[config.mk]
export PLATFORM = sky130hd
export DESIGN_NAME = memhs_top
export DESIGN_NICKNAME = d
export VERILOG_FILES = /design/src/rtl/memhs_pkg.sv /design/src/rtl/memhs_master.sv /design/src/rtl/memhs_responder.sv /design/src/rtl/memhs_top.sv
export SDC_FILE = /design/constraint.sdc
export NUM_CORES = 1
export LEC_CHECK = 0
export ABC_AREA = 1
export BUFFER_PORTS_ARGS = -buffer_cell sky130_fd_sc_hd__buf_2
export CORE_MARGIN = 4
export CORE_UTILIZATION = 60
export DETAILED_ROUTE_END_ITERATION = 7
export GPL_ROUTABILITY_DRIVEN = 0
export PLACE_DENSITY = 0.78
export SYNTH_ARGS = -nofsm -noshare
export SYNTH_HDL_FRONTEND = slang
export SYNTH_SLANG_ARGS = --single-unit
[constraint.sdc]
create_clock -name clk -period 4.5 [get_ports clk]
set_input_delay 0.675 -clock clk [delete_from_list [all_inputs] [get_ports clk]]
set_output_delay 0.675 -clock clk [all_outputs]
set_load 0.02 [all_outputs]
[src/rtl/memhs_pkg.sv]
package memhs_pkg;

    typedef enum logic {
        MST_IDLE   = 1'b0,
        MST_ACCESS = 1'b1
    } mst_state_e;

    typedef enum logic [1:0] {
        RSP_IDLE  = 2'd0,
        RSP_COUNT = 2'd1,
        RSP_ACK   = 2'd2
    } rsp_state_e;

endpackage

[src/rtl/memhs_master.sv]
module memhs_master
    import memhs_pkg::*;
#(
    parameter int ADDR_W = 4,
    parameter int DATA_W = 16
) (
    input  logic              clk,
    input  logic              rst_n,
    input  logic              start,
    input  logic              wr_en,
    input  logic [ADDR_W-1:0] addr,
    input  logic [DATA_W-1:0] wdata,
    output logic              busy,
    output logic              done,
    output logic [DATA_W-1:0] rdata,
    output logic              bus_req,
    output logic              bus_we,
    output logic [ADDR_W-1:0] bus_addr,
    output logic [DATA_W-1:0] bus_wdata,
    input  logic              bus_ack,
    input  logic [DATA_W-1:0] bus_rdata
);

    mst_state_e        state_q, state_d;
    logic              accept;
    logic              complete;
    logic              we_q;
    logic              done_q;
    logic [ADDR_W-1:0] addr_q;
    logic [DATA_W-1:0] wdata_q;
    logic [DATA_W-1:0] rdata_q;

    // Next-state logic: accept only when idle and the acknowledge has dropped.
    always_comb begin
        state_d  = state_q;
        accept   = 1'b0;
        complete = 1'b0;
        unique case (state_q)
            MST_IDLE: begin
                if (start && !bus_ack) begin
                    accept  = 1'b1;
                    state_d = MST_ACCESS;
                end
            end
            MST_ACCESS: begin
                if (bus_ack) begin
                    complete = 1'b1;
                    state_d  = MST_IDLE;
                end
            end
            default: state_d = MST_IDLE;
        endcase
    end

    // State register.
    always_ff @(posedge clk) begin
        if (!rst_n) state_q <= MST_IDLE;
        else        state_q <= state_d;
    end

    // Request fields, captured once per access.
    always_ff @(posedge clk) begin
        if (!rst_n) begin
            we_q    <= 1'b0;
            addr_q  <= '0;
            wdata_q <= '0;
        end else if (accept) begin
            we_q    <= wr_en;
            addr_q  <= addr;
            wdata_q <= wdata;
        end
    end

    // Read capture and completion pulse.
    always_ff @(posedge clk) begin
        if (!rst_n) begin
            rdata_q <= '0;
            done_q  <= 1'b0;
        end else begin
            done_q <= complete;
            if (complete && !we_q) rdata_q <= bus_rdata;
        end
    end

    // Outputs.
    always_comb begin
        busy      = (state_q == MST_ACCESS);
        bus_req   = (state_q == MST_ACCESS) && !bus_ack;
        bus_we    = we_q;
        bus_addr  = addr_q;
        bus_wdata = wdata_q;
        done      = done_q;
        rdata     = rdata_q;
    end

    assert_req_gated_R5: assert property (@(posedge clk) disable iff (!rst_n)
        !(bus_req && bus_ack));

    assert_hold_fields_R3: assert property (@(posedge clk) disable iff (!rst_n)
        (busy && !bus_ack) |=> ($stable(bus_addr) && $stable(bus_wdata) && $stable(bus_we)));

    assert_done_pulse_R6: assert property (@(posedge clk) disable iff (!rst_n)
        done |=> !done);

    assert_req_in_access_R2: assert property (@(posedge clk) disable iff (!rst_n)
        bus_req |-> busy);

endmodule

[src/rtl/memhs_responder.sv]
module memhs_responder
    import memhs_pkg::*;
#(
    parameter int ADDR_W = 4,
    parameter int DATA_W = 16,
    parameter int LAT_W  = 4
) (
    input  logic              clk,
    input  logic              rst_n,
    input  logic [LAT_W-1:0]  latency,
    input  logic              req,
    input  logic              we,
    input  logic [ADDR_W-1:0] addr,
    input  logic [DATA_W-1:0] wdata,
    output logic              ack,
    output logic [DATA_W-1:0] rdata
);

    localparam int DEPTH = 1 << ADDR_W;

    rsp_state_e        state_q, state_d;
    logic [LAT_W-1:0]  cnt_q, cnt_d;
    logic              fire;
    logic [DATA_W-1:0] store_q [DEPTH];
    logic [DATA_W-1:0] rdata_q;

    always_comb begin
        state_d = state_q;
        cnt_d   = cnt_q;
        fire    = 1'b0;
        unique case (state_q)
            RSP_IDLE: begin
                if (req) begin
                    if (latency == '0) begin
                        fire    = 1'b1;
                        state_d = RSP_ACK;
                    end else begin
                        cnt_d   = latency;
                        state_d = RSP_COUNT;
                    end
                end
            end
            RSP_COUNT: begin
                if (!req) begin
                    state_d = RSP_IDLE;
                end else if (cnt_q == LAT_W'(1)) begin
                    fire    = 1'b1;
                    state_d = RSP_ACK;
                end else begin
                    cnt_d = cnt_q - LAT_W'(1);
                end
            end
            RSP_ACK:  state_d = RSP_IDLE;
            default:  state_d = RSP_IDLE;
        endcase
    end

    always_ff @(posedge clk) begin
        if (!rst_n) begin
            state_q <= RSP_IDLE;
            cnt_q   <= '0;
        end else begin
            state_q <= state_d;
            cnt_q   <= cnt_d;
        end
    end

    // Word store: the access is carried out at the edge that raises ack.
    always_ff @(posedge clk) begin
        if (!rst_n) begin
            for (int i = 0; i < DEPTH; i++) store_q[i] <= '0;
            rdata_q <= '0;
        end else if (fire) begin
            if (we) store_q[addr] <= wdata;
            else    rdata_q       <= store_q[addr];
        end
    end

    always_comb begin
        ack   = (state_q == RSP_ACK);
        rdata = rdata_q;
    end

    assert_ack_single_R4: assert property (@(posedge clk) disable iff (!rst_n)
        ack |=> !ack);

    assert_ack_after_req_R4: assert property (@(posedge clk) disable iff (!rst_n)
        $rose(ack) |-> $past(req));

endmodule

[src/rtl/memhs_top.sv]
module memhs_top #(
    parameter int ADDR_W = 4,
    parameter int DATA_W = 16,
    parameter int LAT_W  = 4
) (
    input  logic              clk,
    input  logic              rst_n,
    input  logic              start,
    input  logic              wr_en,
    input  logic [ADDR_W-1:0] addr,
    input  logic [DATA_W-1:0] wdata,
    input  logic [LAT_W-1:0]  latency,
    output logic              busy,
    output logic              done,
    output logic [DATA_W-1:0] rdata,
    output logic              bus_req,
    output logic              bus_ack,
    output logic [ADDR_W-1:0] bus_addr
);

    logic              req_w;
    logic              we_w;
    logic              ack_w;
    logic [ADDR_W-1:0] addr_w;
    logic [DATA_W-1:0] wdata_w;
    logic [DATA_W-1:0] rdata_w;

    memhs_master #(.ADDR_W(ADDR_W), .DATA_W(DATA_W)) u_master (
        .clk       (clk),
        .rst_n     (rst_n),
        .start     (start),
        .wr_en     (wr_en),
        .addr      (addr),
        .wdata     (wdata),
        .busy      (busy),
        .done      (done),
        .rdata     (rdata),
        .bus_req   (req_w),
        .bus_we    (we_w),
        .bus_addr  (addr_w),
        .bus_wdata (wdata_w),
        .bus_ack   (ack_w),
        .bus_rdata (rdata_w)
    );

    memhs_responder #(.ADDR_W(ADDR_W), .DATA_W(DATA_W), .LAT_W(LAT_W)) u_resp (
        .clk     (clk),
        .rst_n   (rst_n),
        .latency (latency),
        .req     (req_w),
        .we      (we_w),
        .addr    (addr_w),
        .wdata   (wdata_w),
        .ack     (ack_w),
        .rdata   (rdata_w)
    );

    always_comb begin
        bus_req  = req_w;
        bus_ack  = ack_w;
        bus_addr = addr_w;
    end

endmodule

==> results.md <==
- Initial Util: 0.608
- Maximum VDD drop: 0.354 mV
- Logic pwr share: 0.101
- Worst reg2reg path depth: 4
- Mapped Area: 0.0147 sq mm
- Die X: 165 microns
- DR DRC count: 0
- Nets: 1663
- Syn nets: 1674
- PwrDens: 406 mW/mm^2
- Synth area leader: edfxtp_1
- CP top delay family: compound AO/OA/AOI/OAI gates
- Syn_area_per_cell: 8.97 sq um
- Clock sink count: 317
- Worst skew pair latency: 0.51 ns
- Critical Path End: u_resp.store_q[0][10]
- Hold buffers post-CTS: 0
- Maximum clock frequency: 319 MHz
- DP HPWL: 23400 microns
- First-pass GRT wire length: 57900 microns
- Clock Power Share: 0.394
- # fillers: 1928
- Syn Inst Count: 1644
- R2R Path Start: u_master.bus_addr[0]
- TritonCTS buffer count: 34
- Period minus WS final: 3.13 ns
- Post-route ant nets: 0
- R2r endpoint: u_resp.store_q[0][10]
- Final Cycle Share: 0.696
- DRT Pass-1 Iters: 8
- Power Total: 0.00656 W
- Clk buf depth: 3
- Total leakage power: 6.53 nW
- Largest net degree at the start of global routing: 93
- GRT Total Usage: 0.281
- Status: complete, no violations
- WP data required: 4.72 ns
- Routed vias/inst: 5.86
- Grt total ovfl: 0
- Number of distinct library cells after synthesis: 23
- Sequential Area: 0.00891 sq mm
- Max_cap viols: 0
- Worst setup path class: flop to flop
- Footprint of the multi-input gates: 0.00510 sq mm
- Die area: 0.0271 sq mm
- Core area: 0.0242 sq mm
- Register share of total power: 0.505
- Register bit total from synthesis: 317
- I/O Pins: 52
- Routed WL: 38400 microns
- Yosys warns: 0
- RSZ-0062 raised after global routing: no
- Setup crit end kind: flop
- Area grow syn2layout: 9.42%
- Crit-path max FO: 69
- Clk pin slew, worst setup/hold paths: 0.06 ns
- WP depth: 4
- Clock root cell: clkbuf_16
- Crit-path max cell delay: 0.85 ns
- Post-CTS Setup Bufs: 0
- Ant. Diodes: 0
- CP cell instances: inv_4 -> nand2_4 -> o21ai_1 -> buf_4
- H-tree levels: 2
- Final slew viol count: 0
- Net switching power: 0.00167 W
- Final setup TNS: 0 ns
- Worst Setup SP: u_master.bus_addr[0]
- Vias in the first global route: 10635
- Post-synth top area share: 0.522
- Int Power: 0.00488 W
- Fraction of layout instances using a drive strength above 1: 0.120
- Worst clock skew: 0.0212 ns
- CTS resizes: 0
- Switching Share: 0.255
- R2R setup slack: 1.37 ns
- Max-slew headroom: 0.286
- DR WL/cell: 19.4 microns
- CP max-delay cell: o21ai_1
- Min-delay worst type: input pin to flop
- Leading post-synthesis cells by cell area: edfxtp_1 (52%), nand2_1 (18%), dfxtp_1 (8.3%), nor3_1 (6.3%), nor3_2 (3.8%)
- Initial drt markers: 1490
- Endpoints failing setup: 0
- Worst setup SP type: flop
- Final Hold Fails: 0
- Vias: 11595
- IO Port Bufs: 51
- Slew @ Worst Pin: 1.07 ns
- Initial antenna violation count: 0
- Sequential area share after synthesis: 0.604
- Die height: 165 microns
- CTS tree: built
- Worst Path Buf+Inv: 2
- Critical Path AT: 3.35 ns
- Row count: 57
## kinds of logic (layout without fill, tap and decap cells)
family | after synthesis | after routing | synth area share
flip-flops | 317 | 317 | 0.604
AO/OA/AOI/OAI | 116 | 116 | 0.0394
buffers and inverters | 181 | 193 | 0.0504
AND/OR/NAND/NOR | 1026 | 1026 | 0.303
adder cells (fa/ha/maj) | 2 | 2 | 0.00170
XOR/XNOR | 1 | 1 | 0.000594
multiplexers | 1 | 1 | 0.000679
## metrics by stage
step / instance area, sq um / hold WS, ns / utilization / std cells / setup WS, ns
2_1_floorplan: 14700 / 0.430 / - / 1644 / 1.42
3_3_place_gp: 15100 / 0.441 / 0.624 / 1921 / 1.26
3_5_place_dp: 15100 / 0.448 / 0.624 / 1921 / 1.17
4_1_cts: 16100 / 0.444 / 0.665 / 1980 / 1.44
5_1_grt: 16100 / 0.464 / 0.665 / 1980 / 1.20
6_report: 16100 / 0.443 / 0.665 / 1980 / 1.37
## layout by cell type, fill, tap and decap left out, types with 2 or more instances in the layout
| cell type | netlist | routed |
|---|---|---|
| nand3_1 | 11 | 11 |
| nor2_1 | 45 | 45 |
| dfxtp_1 | 61 | 59 |
| nor3_2 | 56 | 56 |
| a21oi_1 | 59 | 59 |
| edfxtp_1 | 256 | 256 |
| ha_1 | 2 | 2 |
| buf_4 | 2 | 35 |
| clkinv_2 | 0 | 5 |
| o21ai_1 | 0 | 15 |
| clkbuf_16 | 0 | 35 |
| clkbuf_1 | 94 | 11 |
| inv_2 | 2 | 3 |
| inv_1 | 28 | 26 |
| o21ai_0 | 57 | 42 |
| clkinv_1 | 18 | 24 |
| nand2_1 | 724 | 719 |
| buf_2 | 21 | 51 |
| nand2_2 | 2 | 6 |
| nor3_1 | 186 | 186 |
## worst register-to-register path, stage by stage, from the launching register on
cell and delay (ns):
dfxtp_4 0.56, inv_4 0.54, nand2_4 0.56, o21ai_1 0.87
buf_4 0.32
## layout make-up
class	count	share of cell area
inverters	48	0.0113
clock buffers	46	0.0569
well taps	324	0.0251
repair buffers	86	0.0321
multi-input cells	1146	0.317
clock inverters	13	0.00535
flip-flops and latches	317	0.553
## Yosys cell counts
| library cell | instances |
|---|---|
| edfxtp_1 | 256 |
| mux2i_1 | 1 |
| nor3_1 | 186 |
| inv_1 | 28 |
| or2_2 | 1 |
| nor3_2 | 56 |
| ha_1 | 2 |
| xor2_1 | 1 |
| nor2_4 | 1 |
| nand2_2 | 2 |
| inv_2 | 2 |
| nand2_1 | 724 |
| buf_1 | 12 |
| buf_4 | 2 |
| clkbuf_1 | 94 |
| buf_2 | 21 |
| nand3_1 | 11 |
| nor2_1 | 45 |
| a21oi_1 | 59 |
| o21ai_0 | 57 |
| dfxtp_1 | 61 |
| clkinv_1 | 18 |
| buf_6 | 4 |
## layer usage
metal	part of all wire	wire length, microns	GRT usage
met5	0	0	0
met4	0.035	1340	0.0987
met1	0.38	14500	0.377
met3	0.096	3680	0.0484
met2	0.49	18900	0.465
## power by group through the flow
stage | clock network, W | logic, W | registers [W]
global placement | 0 | 0.000635 | 0.00337
floorplan | 0 | 0.000431 | 0.00336
CTS | 0.00258 | 0.000649 | 0.00331
detailed placement | 0 | 0.000645 | 0.00337
global route | 0.00271 | 0.000715 | 0.00332
finish | 0.00258 | 0.000660 | 0.00331
## state kept, by name (all words and copies together) (netlist names)
register	flops
u_master.busy	1
u_resp.rdata	16
u_master.bus_addr	4
u_master.bus_wdata	16
u_resp.cnt_q	4
u_resp.state_q	2
u_master.rdata	16
u_master.done	1
u_resp.store_q	256
u_master.bus_we	1
## how the worst min path moves through the flow
| stage | end | cells past startpoint | startpoint | slack (ns) |
|---|---|---|---|---|
| floorplan | u_master.rdata[0] | 2 | u_resp.rdata[0] | 0.43 |
| global placement | u_master.rdata[4] | 2 | u_resp.rdata[4] | 0.44 |
| detailed placement | u_master.rdata[15] | 2 | u_resp.rdata[15] | 0.45 |
| CTS | u_master.busy | 3 | start | 0.44 |
| global route | u_master.bus_wdata[9] | 3 | wdata[9] | 0.46 |
| finish | u_master.bus_wdata[12] | 3 | wdata[12] | 0.44 |
No activity file was read; power rests on OpenSTA's default activity.
